--- config.mk ---
export PLATFORM = sky130hd
export DESIGN_NAME = uart_os_rx
export DESIGN_NICKNAME = d
export VERILOG_FILES = /design/src/rtl/uart_rx_pkg.sv /design/src/rtl/uart_rx_sync.sv /design/src/rtl/uart_rx_ctrl.sv /design/src/rtl/uart_rx_shift.sv /design/src/rtl/uart_os_rx.sv
export SDC_FILE = /design/constraint.sdc
export NUM_CORES = 1
export LEC_CHECK = 0
export BUFFER_PORTS_ARGS = -buffer_cell sky130_fd_sc_hd__clkbuf_2
export CORE_MARGIN = 10
export CORE_UTILIZATION = 30
export DETAILED_ROUTE_END_ITERATION = 10
export PLACE_DENSITY = 0.45
export SETUP_SLACK_MARGIN = 0.5
export SLEW_MARGIN = 20
export SYNTH_ARGS = -nofsm -noshare
export SYNTH_HDL_FRONTEND = slang
export SYNTH_SLANG_ARGS = --single-unit
export TNS_END_PERCENT = 50
--- constraint.sdc ---
create_clock -name clk -period 1.9 [get_ports clk]
set_input_delay 0.095 -clock clk [delete_from_list [all_inputs] [get_ports clk]]
set_output_delay 0.095 -clock clk [all_outputs]
set_load 0.05 [all_outputs]
--- src/rtl/uart_rx_pkg.sv ---
// Shared types for the oversampling receiver.
// Assumes: state encoding is only used inside the receiver and its checker.
package uart_rx_pkg;
    typedef enum logic [1:0] {
        ST_HUNT  = 2'd0,
        ST_START = 2'd1,
        ST_DATA  = 2'd2,
        ST_STOP  = 2'd3
    } rx_state_e;
endpackage

--- src/rtl/uart_rx_sync.sv ---
// Synchronizer chain bringing the asynchronous line into the clock domain.
// Assumes: idle line level is high, so the chain resets to all ones.
module uart_rx_sync #(
    parameter int STAGES = 2
) (
    input  logic clk,
    input  logic rst_n,
    input  logic line_async,
    output logic line_sync
);
    logic [STAGES-1:0] chain_q;

    // shift the raw line through the synchronizer stages
    always_ff @(posedge clk) begin
        if (!rst_n) chain_q <= '1;
        else        chain_q <= {chain_q[STAGES-2:0], line_async};
    end

    assign line_sync = chain_q[STAGES-1];
endmodule

--- src/rtl/uart_rx_ctrl.sv ---
// Frame sequencer: hunts for start edges, times mid-bit samples in ticks.
// Assumes: tick arrives at OVS times the baud rate; one frame is
// start + DATA_BITS + one stop. Hunting resumes right after the stop sample.
module uart_rx_ctrl
    import uart_rx_pkg::*;
#(
    parameter int DATA_BITS = 8,
    parameter int OVS       = 16
) (
    input  logic      clk,
    input  logic      rst_n,
    input  logic      tick,
    input  logic      line_s,
    output logic      sample_bit,
    output logic      sample_stop,
    output rx_state_e state_o
);
    localparam int CNT_W = $clog2(OVS);
    localparam int BIT_W = (DATA_BITS > 1) ? $clog2(DATA_BITS) : 1;
    localparam logic [CNT_W-1:0] CNT_LAST = CNT_W'(OVS - 1);
    localparam logic [CNT_W-1:0] CNT_HALF = CNT_W'(OVS / 2 - 1);
    localparam logic [BIT_W-1:0] BIT_LAST = BIT_W'(DATA_BITS - 1);

    rx_state_e         state_q;
    logic [CNT_W-1:0]  cnt_q;
    logic [BIT_W-1:0]  bitn_q;
    logic              prev_q;
    logic              at_bit_end;

    assign at_bit_end  = tick && (cnt_q == CNT_LAST);
    assign sample_bit  = at_bit_end && (state_q == ST_DATA);
    assign sample_stop = at_bit_end && (state_q == ST_STOP);
    assign state_o     = state_q;

    // remember the line level seen at the previous tick for edge detection
    always_ff @(posedge clk) begin
        if (!rst_n)    prev_q <= 1'b1;
        else if (tick) prev_q <= line_s;
    end

    // advance the frame sequence on each tick
    always_ff @(posedge clk) begin
        if (!rst_n) begin
            state_q <= ST_HUNT;
            cnt_q   <= '0;
            bitn_q  <= '0;
        end else if (tick) begin
            case (state_q)
                ST_HUNT: begin
                    if (prev_q && !line_s) begin
                        state_q <= ST_START;
                        cnt_q   <= '0;
                    end
                end
                ST_START: begin
                    if (cnt_q == CNT_HALF) begin
                        cnt_q   <= '0;
                        bitn_q  <= '0;
                        state_q <= line_s ? ST_HUNT : ST_DATA;
                    end else begin
                        cnt_q <= cnt_q + 1'b1;
                    end
                end
                ST_DATA: begin
                    if (cnt_q == CNT_LAST) begin
                        cnt_q <= '0;
                        if (bitn_q == BIT_LAST) state_q <= ST_STOP;
                        else                    bitn_q  <= bitn_q + 1'b1;
                    end else begin
                        cnt_q <= cnt_q + 1'b1;
                    end
                end
                ST_STOP: begin
                    if (cnt_q == CNT_LAST) begin
                        cnt_q   <= '0;
                        state_q <= ST_HUNT;
                    end else begin
                        cnt_q <= cnt_q + 1'b1;
                    end
                end
                default: state_q <= ST_HUNT;
            endcase
        end
    end
endmodule

--- src/rtl/uart_rx_shift.sv ---
// Data path: collects sampled bits LSB first and issues the result.
// Assumes: sample strobes are single-cycle and never coincide.
module uart_rx_shift #(
    parameter int DATA_BITS = 8
) (
    input  logic                 clk,
    input  logic                 rst_n,
    input  logic                 line_s,
    input  logic                 sample_bit,
    input  logic                 sample_stop,
    output logic [DATA_BITS-1:0] data_o,
    output logic                 valid_o,
    output logic                 ferr_o
);
    logic [DATA_BITS-1:0] shreg_q;

    // shift each sampled data bit in from the top, so bit 0 ends lowest
    always_ff @(posedge clk) begin
        if (!rst_n)          shreg_q <= '0;
        else if (sample_bit) shreg_q <= {line_s, shreg_q[DATA_BITS-1:1]};
    end

    // publish the byte and the stop-bit verdict at the stop sample
    always_ff @(posedge clk) begin
        if (!rst_n) begin
            data_o  <= '0;
            valid_o <= 1'b0;
            ferr_o  <= 1'b0;
        end else begin
            valid_o <= sample_stop;
            ferr_o  <= sample_stop && !line_s;
            if (sample_stop) data_o <= shreg_q;
        end
    end
endmodule

--- src/rtl/uart_os_rx.sv ---
// Oversampling asynchronous receiver top: synchronizer, sequencer, data path.
// Assumes: tick16 is a one-cycle enable at OVS times the baud rate.
module uart_os_rx
    import uart_rx_pkg::*;
#(
    parameter int DATA_BITS   = 8,
    parameter int OVS         = 16,
    parameter int SYNC_STAGES = 2
) (
    input  logic                 clk,
    input  logic                 rst_n,
    input  logic                 rx_line,
    input  logic                 tick16,
    output logic [DATA_BITS-1:0] rx_data,
    output logic                 rx_valid,
    output logic                 rx_frame_err
);
    logic      line_s;
    logic      sample_bit;
    logic      sample_stop;
    rx_state_e fsm_state;

    uart_rx_sync #(.STAGES(SYNC_STAGES)) sync_i (
        .clk(clk), .rst_n(rst_n), .line_async(rx_line), .line_sync(line_s)
    );

    uart_rx_ctrl #(.DATA_BITS(DATA_BITS), .OVS(OVS)) ctrl_i (
        .clk(clk), .rst_n(rst_n), .tick(tick16), .line_s(line_s),
        .sample_bit(sample_bit), .sample_stop(sample_stop), .state_o(fsm_state)
    );

    uart_rx_shift #(.DATA_BITS(DATA_BITS)) shift_i (
        .clk(clk), .rst_n(rst_n), .line_s(line_s),
        .sample_bit(sample_bit), .sample_stop(sample_stop),
        .data_o(rx_data), .valid_o(rx_valid), .ferr_o(rx_frame_err)
    );
endmodule

* Yosys cells after proc, flatten, opt, wreduce, memory -nomap -nowiden
Cells that the tools add are included.
** Storage, ports and cells
- Register bits :: 30
- Input bits :: 4
** Operators by class
- $add $sub $neg :: 2
- Eq/ne operators :: 12
- Multiplexer cells :: 15
- Reductions and logical operators :: 12
** Operators by type and width (number)
- 2-bit two-way mux :: 6
- 4-bit two-way mux :: 3
- 4-bit one-hot mux with 3 select lines :: 1
- 3-bit two-way mux :: 3
- 2-bit by 1-bit != test with 1-bit output (second input constant) :: 4
- 2-bit one-hot mux with 4 select lines :: 1
- 3-bit one-hot mux with 2 select lines :: 1
- 6-bit AND reduction :: 1
- 1-bit logical AND :: 5
- 5-bit AND reduction :: 1
- 4-bit by 1-bit adder with 4-bit output (second input constant) :: 1
- 2-bit equality test (second input constant) :: 2
- 4-bit by 3-bit equality test with 1-bit output (second input constant) :: 1
- 4-bit equality test (second input constant) :: 1
- 2-bit != test (second input constant) :: 2
- 3-bit by 1-bit adder with 3-bit output (second input constant) :: 1
- 3-bit equality test (second input constant) :: 1
- 2-bit by 1-bit equality test with 1-bit output (second input constant) :: 1
- 2-bit zero test :: 1
- 2-bit AND reduction :: 1
- 2-bit nonzero test :: 1
- 2-bit OR reduction :: 1
- 1-bit zero test :: 1

* Depth between registers and ports, before layout
Gate-level depths: netlist (run 1).
- Depth after elaboration :: 4
- Depth in mapped cells :: 6

* Hierarchy
A second synthesis (run 1) with hierarchy kept.
** Second synthesis, totals
- Cells, all modules :: 134
- Area, all modules :: 1333.8 µm²
** Modules (own cells, without submodules)
- uart_rx_shift :: times used 1, cells an instance 55, area each 664.4 µm², seq. area each 360.3 µm²
- uart_rx_ctrl :: times used 1, cells an instance 75, area each 616.8 µm², seq. area each 200.2 µm²
- uart_rx_sync :: times used 1, cells an instance 4, area each 52.6 µm², seq. area each 40.0 µm²

* Worst setup path before layout (run 1)
No wires, ideal clock.
- Path kind :: flip-flop to flip-flop
- Start point :: register ctrl_i.cnt_q[0]
- End point :: register shift_i.shreg_q[0]
- Setup time :: 0.116 ns
- Arrival time :: 1.320 ns
- Required time :: 1.784 ns
- Path slack :: 0.464 ns
- Stages on the path, launching flop included :: 6
- Buffers on the path :: 0
- Clock period less this slack :: 1.436 ns
- Cells stage by stage :: dfxtp_1 -> ha_1 -> nand3_1 -> nor3_4 -> mux2i_1 -> nor2b_1
** Between the ends
- Cells in the longest elaborated chain, start to end :: 3
** Ends and longest elaborated chain
- start: declaration :: line uart_rx_ctrl.sv:25 : logic [CNT_W-1:0] cnt_q;
- start signal: assignment :: line uart_rx_ctrl.sv:61 : cnt_q <= cnt_q + 1'b1;
- start signal: assignment :: line uart_rx_ctrl.sv:70 : cnt_q <= cnt_q + 1'b1;
- start signal: assignment :: line uart_rx_ctrl.sv:78 : cnt_q <= cnt_q + 1'b1;
- 4-bit equality test :: line uart_rx_ctrl.sv:30 : assign at_bit_end = tick && (cnt_q == CNT_LAST);
- 1-bit logical AND :: line uart_rx_ctrl.sv:30
- 1-bit logical AND :: line uart_rx_ctrl.sv:31 : assign sample_bit = at_bit_end && (state_q == ST_DATA);
- end signal: assignment :: line uart_rx_shift.sv:20 : else if (sample_bit) shreg_q <= {line_s, shreg_q[DATA_BITS-1:1]};
- end: declaration :: line uart_rx_shift.sv:15 : logic [DATA_BITS-1:0] shreg_q;
Every way passes these cells.
A chain may end at the register's enable or synchronous reset.

* Worst setup path after layout (run 1)
- Start point :: register ctrl_i.bitn_q[1]
- End point :: register ctrl_i.bitn_q[2]
** Between the ends
- Cells in the longest elaborated chain, start to end :: 4
** Ends and longest elaborated chain
- start: declaration :: line uart_rx_ctrl.sv:26 : logic [BIT_W-1:0] bitn_q;
- start signal: assignment :: line uart_rx_ctrl.sv:68 : else bitn_q <= bitn_q + 1'b1;
- 3-bit by 1-bit adder with 3-bit output :: line uart_rx_ctrl.sv:68
- 3-bit two-way mux :: line uart_rx_ctrl.sv:67 : if (bitn_q == BIT_LAST) state_q <= ST_STOP;
- 3-bit two-way mux :: line uart_rx_ctrl.sv:65 : if (cnt_q == CNT_LAST) begin
- 3-bit one-hot mux with 2 select lines :: line uart_rx_ctrl.sv:48 : case (state_q)
Several ways; a longest one is shown, not always the timed one. The select of a mux whose other input is x is not followed.

==> results of run 1 <==
[worst paths after layout]
check,from,end,slack (ps)
setup / recovery,ctrl_i.bitn_q[1],ctrl_i.bitn_q[2],510
hold / removal,tick16,ctrl_i.prev_q,160
setup reg to reg,ctrl_i.bitn_q[1],ctrl_i.bitn_q[2],510
hold reg to reg,sync_i.chain_q[0],sync_i.chain_q[1],410
[critical path, stage by stage, from the launching register on]
cell	delay, ps
dfxtp_2	340
ha_4	160
ha_4	160
nor4bb_4	300
o21bai_4	110
mux2i_1	160
nor2b_1	60
[sequential cells by signal, summed over array words and instances (netlist names), named ones only]
signal	count
ctrl_i.cnt_q	4
ctrl_i.bitn_q	3
shift_i.ferr_o	1
shift_i.data_o	8
sync_i.chain_q	2
ctrl_i.prev_q	1
ctrl_i.state_o	1
shift_i.shreg_q	8
shift_i.valid_o	1
[per-layer routing]
layer  vias to the layer above  part of all wire, %  track usage [%]  wire [um]
li1                        462                    -                -          -
met1                       416                   49             8.92       1240
met2                        14                   45             10.8       1150
met3                         6                  4.0             3.35        101
met4                         0                  2.3             4.49         59
met5                         -                    0                0          0
[logic make-up after synthesis]
group	Yosys count	synth area share, %
AND/OR/NAND/NOR	46	23.2
flip-flops	30	46.7
multiplexers	20	15.6
AO/OA/AOI/OAI	14	8.17
buffers and inverters	8	2.72
adder cells (fa/ha/maj)	3	2.92
XOR/XNOR	1	0.681
[final cells by class]
cell class / instances / share of cell area (%)
clock buffer: 8 / 6.64
timing repair buffer: 19 / 8.30
inverter: 3 / 0.679
tap: 50 / 3.77
multi-input combinational: 84 / 43.7
sequential: 30 / 36.9
[power by group]
part / internal (W) / switching, W / leakage, nW
Clock: 0.000365 / 0.000240 / 0.0575
Sequential: 0.000630 / 0.00000263 / 0.245
Combinational: 0.0000174 / 0.0000188 / 0.291
Total: 0.00101 / 0.000262 / 0.594
[layout by cell type, fill, tap and decap left out, drive strengths merged, types with 2 or more instances in the layout]
master | synthesis | final
nand2 | 3 | 3
nor2 | 5 | 5
o21ai | 3 | 3
nor3b | 2 | 2
nand3 | 2 | 2
nor2b | 22 | 22
nand3b | 2 | 2
and2 | 2 | 2
nand2b | 3 | 3
inv | 3 | 3
ha | 3 | 3
mux2i | 20 | 20
dfxtp | 30 | 30
a21boi | 2 | 2
buf | 2 | 5
clkbuf | 3 | 21
and3b | 2 | 2
o21a | 2 | 2
[per-stage QoR]
stage                     util, %  setup slack (ps)  hold slack (ps)  instances
after floorplan                 -               491              196        122
after global placement       34.7               299              278        181
after detailed placement     34.7               299              283        181
after CTS                    40.0               433              148        193
after global routing         40.6               396              198        194
final                        40.6               506              159        194
[repair_timing]
action,CTS,global route
resized for setup,11,4
endpoints found under the setup margin,21,21
setup buffers,3,1
hold buffers,1,0
hold endpoints to repair,1,0
pin swaps,5,4
==> results.toml, run 1 <==
[run_status]
status = "finished, final reports clean"

[sta]
rsz0062_at_grt = "yes"
setup_viol = 0
maxSlewHeadroom_pct = 66.8
final.min_clock_period_ps = 1390
hold_viol_final = 0
period_share_pct = 73.4
worst_slew_pin_slew_ps = 498
skew_ps = 6.73
slew_violations = 0
fin_tns_setup_ps = 0
fmax_ghz = 0.717

[clock_network]
htreeDepth = 2
clock_sinks = 30
worstSkewPairLatency_ps = 280
clkTransAtPathRegs_ps = 70
clock_tree.root_cell = "clkbuf_8"
cts_tree = "done"
clockBufferDepth = 2
cts_buffers = 5

[floorplanning]
die_w_um = 85.5
die_area_sq_um = 7310
row_count = 23
fp.coreArea_sq_um = 4090
start_util_pct = 31.5
die_y_um = 85.5
pin_count = 14

[routing]
drc = 0
drt-total-wl_mm = 2.55
first_pass_iters = 4
ant_nets = 0
vias = 898
drt_iter0_drc = 25
wl_per_cell_um = 13.2
viasPerCell = 4.63

[placement]
dp_hpwl_mm = 1.68
gp_congestion = 0.828
numPortBuffers = 13
placed_area_sq_um = 1420

[yosys]
yosysWarnings = 0
synth_most_common_cell = "dfxtp_1"
synth-seq-cells = 30
synth.avg_cell_area_sq_um = 10.5
synth_top_area_share_pct = 46.7
synth_edf_count = 0
syn-num-nets = 129
synth_common_cells = "30 x dfxtp_1, 22 x nor2b_1, 20 x mux2i_1, 4 x nor2_1"
netlist_top_cells_area = "dfxtp_1 47%, mux2i_1 16%, nor2b_1 11%"
ys_seq_area_share_pct = 46.7
synthArstFlopShare_pct = 0
synth_cell_type_count = 32
synth_top_area_cell = "dfxtp_1"
synthCells = 122
ys.flop_type = "dfxtp_1"
netlist_area_sq_um = 1290

[final_layout]
fill_cells = 426
postLayoutCellArea_sq_um = 1660
layout.nets = 150
antenna_cells = 0
area_delta_synth_final_pct = 28.9
drive_above_1_share_pct = 29.2
final-seq-area_sq_um = 612
multi_input_area_sq_um = 724

[setup_path]
critical_path_class = "reg2reg"
cp_max_fo = 3
required_ps = 2080
cp-start-kind = "flip-flop"
cp.arrival_ps = 1570
r2r.worst_path.cells = 6
endpoint_kind = "flip-flop"

[worst_hold_path]
hold_path_class = "in2reg"
holdPathStages = 3

[power_and_ir_drop]
finalPower_w = 0.00127
pwr_density_cell_nw_per_um2 = 769
irDropWorstVdd_v = 0.000317
p_leak_nw = 0.594

[global_route]
grt_max_degree = 30
gr-total-overflow = 0
antenna_found_initial = 0
grt_pass1_wl_mm = 4.37
grt_pass1_vias = 883
track_usage_pct = 7.50

[run]
drv_cap = 0
No activity file was read; power rests on OpenSTA's default activity.
==> run 2: changes to the inputs <==
Settings changed: PLACE_DENSITY 0.45 to 0.47.
Clock period 1.9 ns to 1.24 ns, I/O delays scaled along.
==> run 2 against run 1 <==
Against the previous run:
- the flow now finishes with violations (setup timing)
- clock power up 60%
- combinational power up 93%
- first-iteration DRC count up 52%
- maximum frequency up 1.3%
- register-to-register slack worse by 640 ps
- clock-buffer cell count down 3
- sequential power up 54%
- critical path type unchanged
- critical endpoint is now ctrl_i.bitn_q[1]
==> results.toml, run 2 (synthesis results as in run 1) <==
[floorplanning]
die_y_um = 85.5
pin_count = 14
start_util_pct = 31.5
die_w_um = 85.5
fp.coreArea_sq_um = 4090
row_count = 23
die_area_sq_um = 7310

[clock_network]
clockBufferDepth = 2
clock_tree.root_cell = "clkbuf_8"
worstSkewPairLatency_ps = 280
cts_tree = "done"
clock_sinks = 30
htreeDepth = 2
clkTransAtPathRegs_ps = 70
cts_buffers = 5

[global_route]
gr-total-overflow = 0
grt_pass1_wl_mm = 4.75
antenna_found_initial = 0
grt_pass1_vias = 1029
track_usage_pct = 7.95
grt_max_degree = 19

[final_layout]
antenna_cells = 0
final_cells = 213
reg_top3 = "shift_i.data_o: 8 flops, shift_i.shreg_q: 8 flops, ctrl_i.cnt_q: 4 flops"
area_delta_synth_final_pct = 50.5
layout.nets = 169
drive_above_1_share_pct = 41.1
final_cell_mix = "22 x nor2b_1, 22 x dfxtp_1, 20 x mux2i_1, 20 x buf_4, 9 x buf_8"

[setup_path]
cp_max_fo = 3
required_ps = 1410
r2r_start = "ctrl_i.bitn_q[1]"
endpoint_kind = "flip-flop"
critical_path_class = "reg2reg"
crit_end = "ctrl_i.bitn_q[1]"
cp-startpoint = "ctrl_i.bitn_q[1]"
r2r_end = "ctrl_i.bitn_q[1]"
reg2reg_setup_slack_ps = -140
cp.arrival_ps = 1540
cp-start-kind = "flip-flop"
r2r.worst_path.cells = 6

[routing]
ant_nets = 0
drc = 0
wl_per_cell_um = 12.6
drt-total-wl_mm = 2.68
first_pass_iters = 4
vias = 975
viasPerCell = 4.58
drt_iter0_drc = 38

[sta]
skew_ps = 5.46
worst_slew_pin_slew_ps = 323
period_share_pct = 111
fmax_ghz = 0.726
layout_setup_ws_ps = -137
final.min_clock_period_ps = 1380
slew_violations = 0
fin_tns_setup_ps = -1850
rsz0062_at_grt = "yes"
maxSlewHeadroom_pct = 78.4
setup_viol = 23
hold_viol_final = 0

[worst_hold_path]
hold_path_class = "in2reg"

[power_and_ir_drop]
finalPower_w = 0.00201
pwr_density_cell_nw_per_um2 = 1040
p_leak_nw = 0.717
irDropWorstVdd_v = 0.000743

[placement]
dp_hpwl_mm = 1.89
pre_cts_ws_ps = -215
gp_congestion = 0.769
dpl.cell_count = 201
numPortBuffers = 13

[run_status]
violations = "setup timing"
status = "finished with violations"

[run]
drv_cap = 0
[run 2: cell types whose count changed in the layout (fill, tap and decap cells not counted), moves of 3 or more]
cell and delta:
buf_4 +17, clkbuf_2 -10, buf_8 +9, clkbuf_8 -3, dfxtp_2 +4, dfxtp_1 -3
[run 2: what timing repair did]
action	in CTS	in global routing
hold endpoints to repair	1	0
hold buffers	1	0
setup buffers	0	3
endpoints found under the setup margin	38	38
pin swaps	13	5
resized for setup	39	10
[run 2: worst max-delay path, cell delays in order, from the launching register on]
cell and delay, ps:
dfxtp_2 340, ha_4 160, ha_4 160, nor4bb_4 260
o21bai_2 120, mux2i_1 160, nor2b_1 60
[run 2: worst min path at each step]
stage	from	end	slack [ps]	cells after the start
2_1_floorplan	rx_line	sync_i.chain_q[0]	160	1
3_3_place_gp	rx_line	sync_i.chain_q[0]	250	2
3_5_place_dp	rx_line	sync_i.chain_q[0]	250	2
4_1_cts	tick16	ctrl_i.state_o[0]	120	3
5_1_grt	tick16	ctrl_i.state_o[0]	170	3
6_report	tick16	ctrl_i.state_o[0]	130	3
[run 2: stage by stage]
stage               hold slack [ps]  utilization [%]  area, sq um
global placement                247             39.8         1630
floorplan                       163                -         1340
global route                    170             47.4         1940
CTS                             120             46.4         1900
finish                          132             47.4         1940
detailed placement              255             39.8         1630
[run 2: report_power, final]
part / internal, W / leakage, nW / switching [W]
clock network: 0.000591 / 0.0579 / 0.000376
logic: 0.0000376 / 0.413 / 0.0000319
registers: 0.000968 / 0.246 / 0.00000559
[run 2: routing by layer]
layer	part of all wire [%]	vias to the layer above	global-route usage, %
met1	46	455	8.61
met5	0	-	0
met3	5.0	4	3.73
met4	1.3	0	2.69
met2	47	16	13.3
li1	-	500	-
[run 2: layout make-up]
cell class	instances	area, sq um
fillers	383	2150
clock buffers	5	68.8
multi-input cells	84	742
clock inverters	3	40.0
flip-flops and latches	30	613
well taps	50	62.6
repair buffers	38	398
inverters	3	11.3
==> run 3: changes to the inputs <==
Settings changed: CORE_MARGIN 10 to not set.
==> run 3 against run 2 <==
Against the previous run:
- highest routed layer unchanged
- total power fell by 3.1%
- register-to-register slack got worse by 60 ps
- first-iteration DRC count fell by 24%
- clock power fell by 6.2%
- core utilization rose by 1.2 points
- the run still ends with setup timing left
==> results.toml, run 3 (synthesis results as in run 1) <==
[final_layout]
multi_input_area_sq_um = 751
layout.nets = 174
drive_above_1_share_pct = 44.6
final-seq-area_sq_um = 617
postLayoutCellArea_sq_um = 1970
antenna_cells = 0
area_delta_synth_final_pct = 53.2
final_cell_mix = "22 x nor2b_1, 21 x dfxtp_1, 21 x buf_4, 20 x mux2i_1, 15 x buf_6"
fill_cells = 384
final_common_cell = "nor2b_1"
reg_top3 = "shift_i.data_o: 8 flops, shift_i.shreg_q: 8 flops, ctrl_i.cnt_q: 4 flops"

[sta]
setup_viol = 24
period_share_pct = 116
rsz0062_at_grt = "yes"
final.min_clock_period_ps = 1430
hold_viol_final = 0
layout_setup_ws_ps = -194
slew_violations = 0
fmax_ghz = 0.697
skew_ps = 8.36
worst_slew_pin_slew_ps = 486
fin_tns_setup_ps = -2830
maxSlewHeadroom_pct = 67.6

[global_route]
grt_max_degree = 30
grt_pass1_vias = 943
gr-total-overflow = 0
grt_pass1_wl_mm = 4.38
track_usage_pct = 13.0
antenna_found_initial = 0

[clock_network]
clock_sinks = 30
cts_buffers = 5
clock_tree.root_cell = "clkbuf_8"
htreeDepth = 2
clockBufferDepth = 2
clkTransAtPathRegs_ps = 70
worstSkewPairLatency_ps = 270
cts_tree = "done"

[power_and_ir_drop]
irDropWorstVdd_v = 0.000700
swShare_pct = 19.7
p_leak_nw = 0.756
combPwrFrac_pct = 3.6
switchingPower_w = 0.000384
pwr_density_cell_nw_per_um2 = 988
p_clk_share_pct = 46.6
power_frac_seq_pct = 49.8
p_int_w = 0.00156

[worst_hold_path]
hold_path_class = "in2reg"
holdPathEnd = "ctrl_i.prev_q"
hold_path.startpoint = "tick16"
holdPathStages = 4

[routing]
viasPerCell = 4.58
wl_per_cell_um = 12.1
vias = 999
drc = 0
drt_iter0_drc = 29
wl_met1_mm = 1.29
drt-total-wl_mm = 2.64
dr.max_layer_used = "met4"
wl_met3_um = 77
first_pass_iters = 4
ant_nets = 0
dr_wl_met2_mm = 1.26

[setup_path]
cp-start-kind = "flip-flop"
critPathTopFamily = "buffers and inverters"
crit_top_cell = "buf_4"
cp_slowest_cell = "dfxtp_2"
endpoint_kind = "flip-flop"
cpPeakStageDelay_ps = 350
cp.depth = 6
crit_chain = "ha_4, nand4_1, buf_4, buf_4, buf_4, o221a_2"
reg2reg_setup_slack_ps = -190
r2r.worst_path.cells = 6
cp_max_fo = 3
path_buf_inv = 3
required_ps = 1400
cp.arrival_ps = 1590
critical_path_class = "reg2reg"
r2r_start = "ctrl_i.cnt_q[1]"

[floorplanning]
row_count = 23
pin_count = 14
start_util_pct = 31.7
die_area_sq_um = 4550
die_w_um = 67.5
die_y_um = 67.5
fp.coreArea_sq_um = 4060

[placement]
dp_hpwl_mm = 1.75
placed_area_sq_um = 1630
numPortBuffers = 13
gp_congestion = 0.793

[run_status]
violations = "setup timing"
status = "finished with violations"

[run]
drv_cap = 0
==> run 3: changes by cell type in the layout (fill, tap and decap cells not counted), moves of 2 or more <==
| cell | previous run | this run |
|---|---|---|
| buf_6 | 2 | 15 |
| buf_8 | 9 | 0 |
| clkbuf_8 | 5 | 8 |
| clkinv_2 | 2 | 0 |
==> run 3: worst register-to-register path, cell delays in order, from the launching register on <==
cell     delay [ps]
dfxtp_2         350
ha_4            140
nand4_1         160
buf_4           180
buf_4           120
buf_4           120
o221a_2         250
==> run 3: final cells by class <==
type                       instances  area share (%)
sequential                        30            31.3
clock buffer                       8            5.59
timing repair buffer              43            21.3
multi-input combinational         84            38.1
inverter                           3           0.571
tap                               50            3.17
==> run 3: per-layer routing <==
| metal | track usage, % | up-vias |
|---|---|---|
| met5 | 0 | - |
| met4 | 4.79 | 0 |
| met2 | 20.0 | 11 |
| met1 | 16.8 | 473 |
| li1 | - | 513 |
| met3 | 4.05 | 2 |
==> run 3: through the flow <==
stage          hold WS, ps  utilization, %  worst slack [ps]  total power, W  instances
5_1_grt                225            48.6              -277         0.00203        218
2_1_floorplan          163               -              -130         0.00103        122
4_1_cts                208            46.2              -154         0.00199        216
6_report               218            48.6              -194         0.00195        218
3_3_place_gp           254            40.1              -212         0.00106        201
3_5_place_dp           255            40.1              -212         0.00106        201
==> run 3: timing repair <==
| action | 4_1_cts | 5_1_grt |
|---|---|---|
| pin swaps | 9 | 5 |
| setup endpoints to repair | 38 | 38 |
| setup buffers | 5 | 2 |
| gates resized for setup | 21 | 47 |
| hold buffers | 1 | 0 |
| gates cloned | 1 | 0 |
| hold endpoints to repair | 1 | 0 |
==> run 3: worst max-delay path by stage <==
stage	startpoint	endpoint	slack, ps
after global placement	flip-flop	shift_i.shreg_q[6]	-210
after floorplan	ctrl_i.cnt_q[1]	shift_i.shreg_q[0]	-130
after CTS	ctrl_i.bitn_q[0]	ctrl_i.bitn_q[1]	-150
after detailed placement	ctrl_i.bitn_q[1]	ctrl_i.bitn_q[1]	-210
final	ctrl_i.cnt_q[1]	flip-flop	-190
after global routing	ctrl_i.cnt_q[1]	shift_i.data_o[5]	-280
==> run 3: power by group through the flow <==
stage	sequential (W)	clock (W)	combinational [W]
final	0.000971	0.000907	0.0000696
after global routing	0.000971	0.000979	0.0000765
after CTS	0.000970	0.000947	0.0000682
after detailed placement	0.000994	0	0.0000624
after global placement	0.000994	0	0.0000625
after floorplan	0.000994	0	0.0000370
